--- src/rtl/irqv_pkg.sv ---
package irqv_pkg;
  localparam int DIRECT_N = 3;

  typedef enum logic [2:0] {
    SRC_NONE = 3'd0,
    SRC_HI   = 3'd1,
    SRC_MID  = 3'd2,
    SRC_LO   = 3'd3,
    SRC_EXT  = 3'd4
  } irq_src_e;

  // Fixed priority over the eligible lines: live[2] highest, ext lowest.
  function automatic irq_src_e pick_src(input logic [DIRECT_N-1:0] live, input logic ext);
    if (live[2])      return SRC_HI;
    else if (live[1]) return SRC_MID;
    else if (live[0]) return SRC_LO;
    else if (ext)     return SRC_EXT;
    else              return SRC_NONE;
  endfunction
endpackage

--- src/rtl/irqv_edge_pend.sv ---
module irqv_edge_pend (
  input  logic clk,
  input  logic rst_n,
  input  logic req,
  input  logic clr,
  output logic rise,
  output logic pend
);
  logic req_q;

  assign rise = req & ~req_q;

  always_ff @(posedge clk) begin
    if (!rst_n) begin
      req_q <= 1'b0;
      pend  <= 1'b0;
    end else begin
      req_q <= req;
      // a new edge wins over a clear in the same cycle
      if (rise)     pend <= 1'b1;
      else if (clr) pend <= 1'b0;
    end
  end
endmodule

--- src/rtl/irqv_arbiter.sv ---
module irqv_arbiter
  import irqv_pkg::*;
(
  input  logic [DIRECT_N-1:0] direct_req,
  input  logic [DIRECT_N-1:0] mask,
  input  logic                ext_req,
  output logic [DIRECT_N-1:0] direct_live,
  output irq_src_e            sel_src
);
  for (genvar g = 0; g < DIRECT_N; g++) begin : g_gate
    assign direct_live[g] = direct_req[g] & ~mask[g];
  end

  assign sel_src = pick_src(direct_live, ext_req);
endmodule

--- src/rtl/irqv_issue.sv ---
module irqv_issue
  import irqv_pkg::*;
#(
  parameter int                ADDR_W  = 16,
  parameter logic [ADDR_W-1:0] VEC_HI  = 'h3C,
  parameter logic [ADDR_W-1:0] VEC_MID = 'h34,
  parameter logic [ADDR_W-1:0] VEC_LO  = 'h2C
) (
  input  logic              clk,
  input  logic              rst_n,
  input  logic              fire,
  input  irq_src_e          sel_src,
  input  logic              ien_set,
  output logic              take,
  output logic [ADDR_W-1:0] vector,
  output logic              ext,
  output logic              ack_n,
  output logic              ien
);
  function automatic logic [ADDR_W-1:0] vec_of(input irq_src_e s);
    case (s)
      SRC_HI:  return VEC_HI;
      SRC_MID: return VEC_MID;
      SRC_LO:  return VEC_LO;
      default: return '0;
    endcase
  endfunction

  logic sel_ext;
  assign sel_ext = (sel_src == SRC_EXT);

  always_ff @(posedge clk) begin
    if (!rst_n) begin
      take   <= 1'b0;
      vector <= '0;
      ext    <= 1'b0;
      ack_n  <= 1'b1;
      ien    <= 1'b0;
    end else begin
      take  <= fire;
      ack_n <= ~(fire & sel_ext);
      if (fire) begin
        vector <= vec_of(sel_src);
        ext    <= sel_ext;
      end
      if (fire)         ien <= 1'b0;
      else if (ien_set) ien <= 1'b1;
    end
  end
endmodule

--- src/rtl/irq_vector_resolver.sv ---
module irq_vector_resolver
  import irqv_pkg::*;
#(
  parameter int                ADDR_W  = 16,
  parameter logic [ADDR_W-1:0] VEC_HI  = 'h3C,
  parameter logic [ADDR_W-1:0] VEC_MID = 'h34,
  parameter logic [ADDR_W-1:0] VEC_LO  = 'h2C
) (
  input  logic              clk,
  input  logic              rst_n,
  input  logic              boundary_i,
  input  logic              req_edge_i,
  input  logic              req_mid_i,
  input  logic              req_low_i,
  input  logic              req_ext_i,
  input  logic [2:0]        mask_i,
  input  logic              ien_set_i,
  input  logic              pend_clr_i,
  output logic              take_o,
  output logic [ADDR_W-1:0] vector_o,
  output logic              ext_o,
  output logic              ack_n_o,
  output logic              ien_o
);
  // named internal events, visible to the bound checker
  logic                hi_rise;
  logic                hi_pend;
  logic [DIRECT_N-1:0] direct_live;
  irq_src_e            sel_src;
  logic                fire;
  logic                take_hi;

  assign fire    = boundary_i & ien_o & (sel_src != SRC_NONE);
  assign take_hi = fire & (sel_src == SRC_HI);

  irqv_edge_pend u_edge (
    .clk  (clk),
    .rst_n(rst_n),
    .req  (req_edge_i),
    .clr  (pend_clr_i | take_hi),
    .rise (hi_rise),
    .pend (hi_pend)
  );

  irqv_arbiter u_arb (
    .direct_req ({hi_pend, req_mid_i, req_low_i}),
    .mask       (mask_i),
    .ext_req    (req_ext_i),
    .direct_live(direct_live),
    .sel_src    (sel_src)
  );

  irqv_issue #(
    .ADDR_W (ADDR_W),
    .VEC_HI (VEC_HI),
    .VEC_MID(VEC_MID),
    .VEC_LO (VEC_LO)
  ) u_issue (
    .clk    (clk),
    .rst_n  (rst_n),
    .fire   (fire),
    .sel_src(sel_src),
    .ien_set(ien_set_i),
    .take   (take_o),
    .vector (vector_o),
    .ext    (ext_o),
    .ack_n  (ack_n_o),
    .ien    (ien_o)
  );
endmodule

--- config.mk ---
export PLATFORM = sky130hd
export DESIGN_NAME = irq_vector_resolver
export DESIGN_NICKNAME = d
export VERILOG_FILES = /design/src/rtl/irqv_pkg.sv /design/src/rtl/irqv_edge_pend.sv /design/src/rtl/irqv_arbiter.sv /design/src/rtl/irqv_issue.sv /design/src/rtl/irq_vector_resolver.sv
export SDC_FILE = /design/constraint.sdc
export NUM_CORES = 1
export LEC_CHECK = 0
export BUFFER_PORTS_ARGS = -buffer_cell sky130_fd_sc_hd__buf_4
export CAP_MARGIN = 20
export CORE_AREA = 2 2 39 41
export DETAILED_ROUTE_END_ITERATION = 10
export DIE_AREA = 0 0 41 43
export GPL_TIMING_DRIVEN = 0
export PLACE_DENSITY = 0.75
export REMOVE_ABC_BUFFERS = 1
export SYNTH_ARGS = -nofsm -noshare
export SYNTH_HDL_FRONTEND = slang
export SYNTH_SLANG_ARGS = --single-unit
--- constraint.sdc ---
create_clock -name clk -period 2.95 [get_ports clk]
set_clock_uncertainty 0.2 [all_clocks]
set_input_delay 0.1475 -clock clk [delete_from_list [all_inputs] [get_ports clk]]
set_output_delay 0.1475 -clock clk [all_outputs]
set_load 0.05 [all_outputs]
==> load_flow_metrics.sql <==
INSERT INTO impl_metrics (metric_group, metric, value, unit) VALUES
('status', 'run_status', 'finished clean', ''),
('global_routing', 'grt_pass1_wl', '1460', 'µm'),
('layout', 'nNetsFinal', '91', ''),
('routing', 'post-route-drc-count', '0', ''),
('global_routing', 'grt_start_max_net_pins', '10', ''),
('synth', 'synth_fa_ha_area_share', '0', '%'),
('cts', 'cts_root_buffer', 'clkbuf_4', ''),
('routing', 'wirelength', '888', 'µm'),
('layout', 'mostFrequentLayoutCell', 'buf_4', ''),
('synth', 'synth_top_family_by_area', 'buffers and inverters', ''),
('timing', 'achievable-frequency', '578', 'MHz'),
('synth', 'syn-cell-area', '490', 'µm²'),
('worst_setup_path', 'crit_path_start', 'rst_n', ''),
('power_and_ir_drop', 'leakage', '0.322', 'nW'),
('synth', 'proportion_of_synthesized_area_in_mux_cells', '0', '%'),
('worst_setup_path', 'crit_end', 'u_edge.pend', ''),
('worst_setup_path', 'timing.setup.critical_path_class', 'in -> reg', ''),
('worst_setup_path', 'rrSetupSlack', '1.34', 'ns'),
('worst_setup_path', 'crit_chain', 'dlygate4sd3_1, buf_4, nor2b_1, o211ai_1, dlygate4sd3_1, o21ai_0', ''),
('layout', 'final_cell_mix', 'buf_4, conb_1, dfxtp_1', ''),
('global_routing', 'grt_antenna_before_repair', '0', ''),
('timing', 'min_period_over_period', '58.7', '%'),
('worst_setup_path', 'r2r.worst_path.cells', '4', ''),
('cts', 'clk_pin_slew_worst_paths', '0.06', 'ns'),
('routing', 'drt_first_iter_violations', '3', ''),
('worst_setup_path', 'critPathTopFamily', 'buffers and inverters', ''),
('global_routing', 'grt_pass1_vias', '360', ''),
('placement', 'dp_hpwl', '671', 'µm'),
('synth', 'postSynthAreaPerCell', '9.43', 'µm²'),
('timing', 'grt_setup_unrepaired', 'no', ''),
('synth', 'synth.yosys.warnings', '0', ''),
('synth', 'synth-seq-area-share', '36.7', '%'),
('layout', 'syn_to_final_growth', '38.3', '%'),
('synth', 'ys_types', '22', ''),
('worst_setup_path', 'path_common_cell', 'dlygate4sd3_1', ''),
('timing', 'setup_slack', '1.22', 'ns'),
('synth', 'syn-instance-count', '52', ''),
('global_routing', 'grt_overflow_total', '0', ''),
('die', 'die_boundary_height', '43', 'µm'),
('cts', 'worstSkewPairLatency', '0.25', 'ns'),
('job', 'max_cap_violations', '0', ''),
('power_and_ir_drop', 'power_density', '481', 'nW/µm²'),
('die', 'std_cell_rows', '14', ''),
('routing', 'detail-route-antenna-nets', '0', ''),
('synth', 'post_synth_xor_area_fraction', '0', '%'),
('layout', 'final.fill_count', '137', ''),
('power_and_ir_drop', 'vdd.ir_drop.worst', '223', 'µV'),
('worst_setup_path', 'cp.required', '2.89', 'ns'),
('synth', 'synth_compound_area_share', '19.4', '%'),
('timing', 'final_max_slew_viol_count', '0', ''),
('timing', 'final_hold_viol_count', '0', ''),
('synth', 'yosys.area_share.simple', '19.9', '%'),
('power_and_ir_drop', 'power.total', '326', 'µW'),
('cts', 'ctsLongestPathBuffers', '2', ''),
('worst_setup_path', 'worst_ep_arrival_time', '1.68', 'ns'),
('die', 'dieWidth', '41', 'µm'),
('worst_setup_path', 'worstSetupEndpointType', 'flop', ''),
('timing', 'fin_tns_setup', '0', 'ns'),
('placement', 'io_buffers', '19', ''),
('die', 'design.core.area', '1380', 'µm²'),
('worst_setup_path', 'path_buf_inv', '3', ''),
('die', 'boundaryPins', '32', ''),
('worst_setup_path', 'worstSetupStartpointType', 'input port', ''),
('worst_hold_path', 'holdCritPathClass', 'in -> reg', ''),
('cts', 'cts.sink_count', '9', ''),
('cts', 'cts.repair.resized', '0', ''),
('cts', 'cts_tree', 'done', ''),
('die', 'die_area', '1760', 'µm²'),
('worst_setup_path', 'cp_num_cells', '6', ''),
('cts', 'ctsHtreeMaxLevel', '1', ''),
('placement', 'pre_cts_ws', '1.76', 'ns');
[timing repair]
item	CTS	global route
setup buffers	0	0
endpoints found under the setup margin	0	0
hold endpoints to repair	8	0
hold buffers	6	0
[worst min-delay path, delay by kind of cell]
kind                   cells  cell delay, ns
buffers and inverters      2            0.14
and+or+nand+nor            1            0.08
AOI/OAI and AO/OA          1            0.06
[stage by stage]
| step | hold WS, ns | instance area [µm²] | std cells |
|---|---|---|---|
| after global placement | 0.143 | 592 | 84 |
| after global routing | 0.0370 | 678 | 94 |
| final | 0.0292 | 678 | 94 |
| after detailed placement | 0.150 | 592 | 84 |
| after CTS | 0.0228 | 678 | 94 |
| after floorplan | 0.0193 | 429 | 49 |
[flip-flops by register name, indices dropped and copies added, names as in the netlist]
signal	count
u_issue.ack_n	1
u_edge.pend	1
u_edge.req_q	1
u_issue.take	1
u_issue.ien	1
u_issue.ext	1
u_issue.vector	3
[area by class of cell]
class	instances	area (µm²)	area share [%]
Multi-Input combinational cell	37	238	35.1
Timing Repair Buffer	25	203	29.9
Sequential cell	9	180	26.6
Clock buffer	4	26.3	3.87
Tap cell	16	20.0	2.95
Inverter	3	11.3	1.66
[logic make-up after synthesis]
family                 count (synthesis)
buffers and inverters                 17
and+or+nand+nor                       15
AOI/OAI and AO/OA                     10
DFF                                    9
other                                  1
[cells in the mapped netlist (all sizes together)]
cell type / number / area, µm²
buf: 14 / 103
dfxtp: 9 / 180
nand2: 4 / 17.5
inv: 3 / 11.3
nand2b: 3 / 33.8
nand3: 3 / 15.0
nor2: 2 / 7.51
o21ai: 2 / 10.0
o221a: 2 / 22.5
a21boi: 1 / 7.51
a21o: 1 / 8.76
a31oi: 1 / 6.26
a41oi: 1 / 16.3
and2: 1 / 6.26
and3: 1 / 11.3
conb: 1 / 3.75
nor2b: 1 / 6.26
o211ai: 1 / 7.51
o32ai: 1 / 16.3
[routing by layer]
| metal | share of wire (%) | track usage, % | up-vias |
|---|---|---|---|
| li1 | - | - | 202 |
| met1 | 40 | 15.6 | 179 |
| met2 | 49 | 17.5 | 21 |
| met3 | 9.2 | 3.14 | 2 |
| met4 | 1.2 | 12.0 | 0 |
| met5 | 0 | 0 | - |
[worst min path at each step]
stage / start / cells after the start / end / slack (ns)
floorplan: rst_n / 1 / u_issue.ack_n / 0.02
global placement: req_edge_i / 3 / u_edge.req_q / 0.14
detailed placement: req_edge_i / 3 / u_edge.req_q / 0.15
CTS: req_ext_i / 4 / u_issue.vector[4] / 0.02
global route: req_ext_i / 4 / u_issue.vector[4] / 0.04
finish: req_ext_i / 4 / u_issue.vector[4] / 0.03
[where the power goes]
part	switching (mW)	internal (mW)	total (mW)
Combinational	0.0693	0.0310	0.100
Sequential	0.00437	0.128	0.132
Clock	0.0418	0.0521	0.0939
Power figures use the tool's default switching activity.
